`src/rtl/stage_shift_pkg.sv`:
```
package stage_shift_pkg;

    // operation applied to the shift stage in one system cycle
    typedef enum logic [1:0] {
        OP_HOLD  = 2'd0,
        OP_CLEAR = 2'd1,
        OP_LOAD  = 2'd2,
        OP_SHIFT = 2'd3
    } chain_op_e;

endpackage

```
`src/rtl/strobe_edge.sv`:
```
module strobe_edge (
    input  logic clk,
    input  logic rst_n,
    input  logic strobe,
    output logic rise
);

    typedef struct packed {
        logic prev;
    } edge_state_t;

    edge_state_t st_d, st_q;

    always_comb begin
        st_d      = st_q;
        st_d.prev = strobe;
    end

    always_ff @(posedge clk) begin
        if (!rst_n) begin
            st_q <= '0;
        end else begin
            st_q <= st_d;
        end
    end

    assign rise = strobe & ~st_q.prev;

endmodule

```
`src/rtl/byte_store.sv`:
```
module byte_store #(
    parameter int WIDTH = 8
) (
    input  logic             clk,
    input  logic             rst_n,
    input  logic             capture,
    input  logic [WIDTH-1:0] din,
    output logic [WIDTH-1:0] dout
);

    typedef struct packed {
        logic [WIDTH-1:0] data;
    } store_state_t;

    store_state_t st_d, st_q;

    always_comb begin
        st_d = st_q;
        if (capture) begin
            st_d.data = din;
        end
    end

    always_ff @(posedge clk) begin
        if (!rst_n) begin
            st_q <= '0;
        end else begin
            st_q <= st_d;
        end
    end

    assign dout = st_q.data;

endmodule

```
`src/rtl/shift_chain.sv`:
```
module shift_chain
    import stage_shift_pkg::*;
#(
    parameter int WIDTH = 8
) (
    input  logic             clk,
    input  logic             rst_n,
    input  chain_op_e        op,
    input  logic [WIDTH-1:0] load_val,
    input  logic             ser_in,
    output logic [1:0]       tail
);

    localparam int LAST = WIDTH - 1;

    typedef struct packed {
        logic [WIDTH-1:0] bits;
    } chain_state_t;

    chain_state_t st_d, st_q;

    always_comb begin
        st_d = st_q;
        unique case (op)
            OP_CLEAR: st_d.bits = '0;
            OP_LOAD:  st_d.bits = load_val;
            OP_SHIFT: st_d.bits = {st_q.bits[LAST-1:0], ser_in};
            default:  st_d.bits = st_q.bits;
        endcase
    end

    always_ff @(posedge clk) begin
        if (!rst_n) begin
            st_q <= '0;
        end else begin
            st_q <= st_d;
        end
    end

    assign tail = st_q.bits[LAST -: 2];

endmodule

```
`src/rtl/stage_shift_reg.sv`:
```
module stage_shift_reg
    import stage_shift_pkg::*;
#(
    parameter int WIDTH = 8
) (
    input  logic             clk,
    input  logic             rst_n,
    input  logic             cap_strobe,
    input  logic [WIDTH-1:0] par_in,
    input  logic             sh_strobe,
    input  logic             ser_in,
    input  logic             load_n,
    input  logic             clr_n,
    output logic             ser_out
);

    localparam int LAST = WIDTH - 1;

    logic             cap_rise;
    logic             sh_rise;
    logic [WIDTH-1:0] store_bits;
    logic [WIDTH-1:0] load_src;
    logic [1:0]       chain_tail;
    chain_op_e        op;

    strobe_edge u_cap_edge (
        .clk    (clk),
        .rst_n  (rst_n),
        .strobe (cap_strobe),
        .rise   (cap_rise)
    );

    strobe_edge u_sh_edge (
        .clk    (clk),
        .rst_n  (rst_n),
        .strobe (sh_strobe),
        .rise   (sh_rise)
    );

    byte_store #(.WIDTH(WIDTH)) u_store (
        .clk     (clk),
        .rst_n   (rst_n),
        .capture (cap_rise),
        .din     (par_in),
        .dout    (store_bits)
    );

    // a capture in the same cycle as a load forwards the fresh byte
    always_comb begin
        load_src = cap_rise ? par_in : store_bits;
    end

    // priority: clear, then load, then shift
    always_comb begin
        if (!clr_n) begin
            op = OP_CLEAR;
        end else if (!load_n) begin
            op = OP_LOAD;
        end else if (sh_rise) begin
            op = OP_SHIFT;
        end else begin
            op = OP_HOLD;
        end
    end

    shift_chain #(.WIDTH(WIDTH)) u_chain (
        .clk      (clk),
        .rst_n    (rst_n),
        .op       (op),
        .load_val (load_src),
        .ser_in   (ser_in),
        .tail     (chain_tail)
    );

    assign ser_out = chain_tail[1];

    logic unused_ok;
    assign unused_ok = ^{store_bits[LAST], chain_tail[0]} | 1'b0;

endmodule

```
`config.mk`:
```
export PLATFORM = sky130hd
export DESIGN_NAME = stage_shift_reg
export DESIGN_NICKNAME = d
export VERILOG_FILES = /design/src/rtl/stage_shift_pkg.sv /design/src/rtl/strobe_edge.sv /design/src/rtl/byte_store.sv /design/src/rtl/shift_chain.sv /design/src/rtl/stage_shift_reg.sv
export SDC_FILE = /design/constraint.sdc
export NUM_CORES = 1
export LEC_CHECK = 0
export ABC_AREA = 1
export ABC_CLOCK_PERIOD_IN_PS = 800
export BUFFER_PORTS_ARGS = -buffer_cell sky130_fd_sc_hd__buf_2
export CORE_UTILIZATION = 50
export CTS_BUF_LIST = sky130_fd_sc_hd__clkbuf_2 sky130_fd_sc_hd__clkbuf_4 sky130_fd_sc_hd__clkbuf_8
export DETAILED_ROUTE_END_ITERATION = 8
export GPL_ROUTABILITY_DRIVEN = 1
export MAX_ROUTING_LAYER = met4
export PLACE_DENSITY_LB_ADDON = 0.2
export SLEW_MARGIN = 20
export SYNTH_ARGS = -nofsm -noshare
export SYNTH_HDL_FRONTEND = slang
export SYNTH_SLANG_ARGS = --single-unit
```
`constraint.sdc`:
```
create_clock -name clk -period 0.8 [get_ports clk]
set_input_delay 0.08 -clock clk [delete_from_list [all_inputs] [get_ports clk]]
set_output_delay 0.08 -clock clk [all_outputs]
set_load 0.02 [all_outputs]
```
==> metrics.txt <==
final routed wirelength across all metal layers 1.65 mm; Power Internal about 1.2 mW; Async SR Flop Fraction 0%; post-route cell area 0.00102 sq mm; flops & latches, synth 18; endpoint kind of the worst setup timing path register; antenna viol nets, final 0; critical path data required time around 0.99 ns; number of rows created at floorplan 14; number of antenna diodes 0; r2r endpoint u_chain.st_q[4]$_SDFFE_PN0P_; all-layer global routing usage between 20% and 30%; static leakage 0.580 nW; type of element launching the critical path register; routed via count divided by cell count 4.93; placed cell areas 945 sq um; Netlist cell types 13; data arrival time of the critical path 1.07 ns; launching point of the worst reg2reg path u_cap_edge.st_q$_SDFF_PN0_; maximum number of buffers from clock root to sink 2; die height approximately 44 um; Final min period 0.878 ns; number of antenna violations at the first check in global routing 0; setup violators final 16; Root Driver sky130_fd_sc_hd__clkbuf_4; Final WS setup -0.0779 ns; pin count of the biggest net entering global routing 17; area fraction in and, or, nand and nor cells after synthesis 44.1%; detailed-router iteration count before antenna repair 6; Critical Setup Path Class register to register; CP max-delay cell sky130_fd_sc_hd__dfxtp_2; biggest fanout along the worst timing path 7; number of synthesized flops with an enable pin 0; share of post-route cells with drive strength above 1 24.8%; Mean Syn Cell Area 6.64 sq um; number of pins exceeding their max-slew limit in the final report 0; routed via count between 800 and 900; Post-Synthesis Cells 132; area grow syn2layout 16.1%; count of warnings emitted by yosys 0; portion of the clock cycle consumed by the worst path in the final layout 110%; Register-to-Register Path Depth 4; internal reg-to-reg setup slack -0.08 ns; clock-pin slew on the worst setup and hold paths 0.09 ns; detailed-route DRC error count 0; worst relative slew slack about four fifths; GP Congestion 0.839; die area 0.00193 sq mm; FMAX 1140 MHz; post-synthesis instance area around 880 sq um; critical path, cell by cell nor2_4, nand2_1, nand4_1, nand2_1; setup total negative slack -0.664 ns; number of buffers created by CTS 3; flip-flop cell with the highest count after synthesis sky130_fd_sc_hd__dfxtp_1; parity-gate share of the synthesized area counting xor and xnor cells 0%; violations in the final reports negative setup slack; starting utilization of the core area 55.6%; via count of the first global-routing pass between 600 and 700; Final Instance Count excl. Fillers 165; most common cell in the synthesized netlist sky130_fd_sc_hd__nand2_1; power spent charging and discharging nets 451 uW; unrepaired setup endpoints after global routing yes; power per cell area 1640 mW/mm^2; number of placed cells counting well taps 161; top cells by count, synth sky130_fd_sc_hd__nand2_1, sky130_fd_sc_hd__inv_1, sky130_fd_sc_hd__dfxtp_1, sky130_fd_sc_hd__nand3_1; I/O pin total 16; later-pin clock latency in the skew report 0.29 ns; hpwl dp 1.20 mm; net switching fraction of the power 27.0%; share of Yosys cell area claimed by the top area cell type 41.1%; critical path's most frequent cell sky130_fd_sc_hd__nand2_1; sequential group share of total power 58.0%; DIE WIDTH 43.9 um; part of the Yosys area used for sequential elements just over 40%; Iteration-0 DRC Markers 9; Worst Setup Slack post-DPL -0.102 ns; dominant combinational cell family by area after synthesis simple AND/OR/NAND/NOR gates; cell taking the most area after synthesis sky130_fd_sc_hd__dfxtp_1; leftover overflow at the end of global routing 0; clock network fraction of total power 26.1%; longest individual stage delay on the worst path 0.35 ns; fill cell instance count of the final layout 154; main area contributors after synthesis sky130_fd_sc_hd__dfxtp_1, sky130_fd_sc_hd__nand2_1, sky130_fd_sc_hd__nand3_1; clock sink count 18; final worst clock skew 0.00302 ns; CTS tree built; capturing instance or port of the critical path u_chain.st_q[4]$_SDFFE_PN0P_; VDD IR-drop max 0.000991 V; average wire length per cell after detail routing around 10 um; total of max-cap violations 0; number of buffers inserted by port buffering 15; Adder-Cell Fraction of Synth Area 0%; result of the run finished with violations; proportion of power drawn by combinational gates 15.9%; final layout net count 166; maximum level of the CTS H-tree 1; fraction of the mapped netlist area in compound gates 0.571%; worst slew pin tran 0.291 ns; multiplexer share of the synthesized area 0%; hold violation total from the final report 0; worst min-delay path class primary input to register; wire length of the first global-routing pass between 2 and 3 mm; crit path from u_cap_edge.st_q$_SDFF_PN0_; Core Box Area 0.00158 sq mm; Syn Nets about 150
==> cell usage in the layout (no fill, tap or decap) <==
cell	netlist	layout
sky130_fd_sc_hd__a21oi_1	1	1
sky130_fd_sc_hd__buf_2	0	14
sky130_fd_sc_hd__buf_4	0	2
sky130_fd_sc_hd__buf_6	1	1
sky130_fd_sc_hd__clkbuf_4	0	3
sky130_fd_sc_hd__dfxtp_1	18	15
sky130_fd_sc_hd__dfxtp_2	0	2
sky130_fd_sc_hd__dfxtp_4	0	1
sky130_fd_sc_hd__inv_1	22	20
sky130_fd_sc_hd__inv_2	1	3
sky130_fd_sc_hd__nand2_1	51	47
sky130_fd_sc_hd__nand2_2	1	3
sky130_fd_sc_hd__nand2_4	0	2
sky130_fd_sc_hd__nand3_1	18	15
sky130_fd_sc_hd__nand3_2	0	3
sky130_fd_sc_hd__nand4_1	7	7
sky130_fd_sc_hd__nor2_1	7	7
sky130_fd_sc_hd__nor2_2	1	1
sky130_fd_sc_hd__nor2_4	2	2
==> final cells by class <==
class | count | area (sq um) | share of cell area (%)
timing repair buffer | 17 | 96.3 | 9.46
sequential | 18 | 367 | 36.0
multi-input combinational | 88 | 427 | 41.9
tap | 16 | 20.0 | 1.97
clock buffer | 3 | 22.5 | 2.21
inverter | 23 | 86.3 | 8.48
==> sequential cells by signal, indices dropped and copies added (netlist names) <==
register,cells
u_cap_edge.st_q,1
u_store.dout,8
u_chain.st_q,8
u_sh_edge.st_q,1
==> metal layers <==
metal  vias to the layer above  routed length [um]  track usage [%]
li1                        442                   -                -
met1                       352                 812             26.9
met2                        15                 743             31.0
met3                         5                  59             2.50
met4                         0                  38             10.9
met5                         -                   0                -
==> power by group through the flow <==
stage	clock network [mW]	logic (mW)	registers [mW]
4_1_cts	0.443	0.252	0.969
5_1_grt	0.479	0.306	0.973
6_report	0.436	0.265	0.968
3_3_place_gp	0	0.236	0.987
2_1_floorplan	0	0.179	0.986
3_5_place_dp	0	0.241	0.988
==> how the worst min path moves through the flow <==
stage	from	to	slack, ns	cells after the start
after floorplan	cap_strobe	u_cap_edge.st_q$_SDFF_PN0_	0.17	2
after global placement	sh_strobe	u_sh_edge.st_q$_SDFF_PN0_	0.31	3
after detailed placement	sh_strobe	u_sh_edge.st_q$_SDFF_PN0_	0.31	3
after CTS	sh_strobe	u_sh_edge.st_q$_SDFF_PN0_	0.03	3
after global routing	sh_strobe	u_sh_edge.st_q$_SDFF_PN0_	0.07	3
final	sh_strobe	u_sh_edge.st_q$_SDFF_PN0_	0.03	3
==> stage by stage <==
stage / hold slack (ns) / total power [mW] / utilization, %
floorplan: 0.173 / 1.17 / -
global placement: 0.309 / 1.22 / 59.9
detailed placement: 0.312 / 1.23 / 59.9
CTS: 0.0333 / 1.66 / 62.5
global route: 0.0677 / 1.76 / 64.6
finish: 0.0302 / 1.67 / 64.6
==> kinds of logic (layout without fill, tap and decap cells) <==
logic type	count (synthesis)	in the layout
AND/OR/NAND/NOR	87	87
flip-flops	18	18
AO/OA/AOI/OAI	1	1
buffers and inverters	26	43
==> worst max-delay path: cells and delay by family (launching register included) <==
family	cells	cell delay (ns)
flops	1	0.35
simple gates	4	0.43
==> timing repair <==
action,CTS,global route
pin swaps,2,1
gates resized for setup,7,7
setup buffers,0,1
hold endpoints to repair,0,0
endpoints found under the setup margin,17,17
hold buffers,0,0
(Power assumes the default switching activity.)
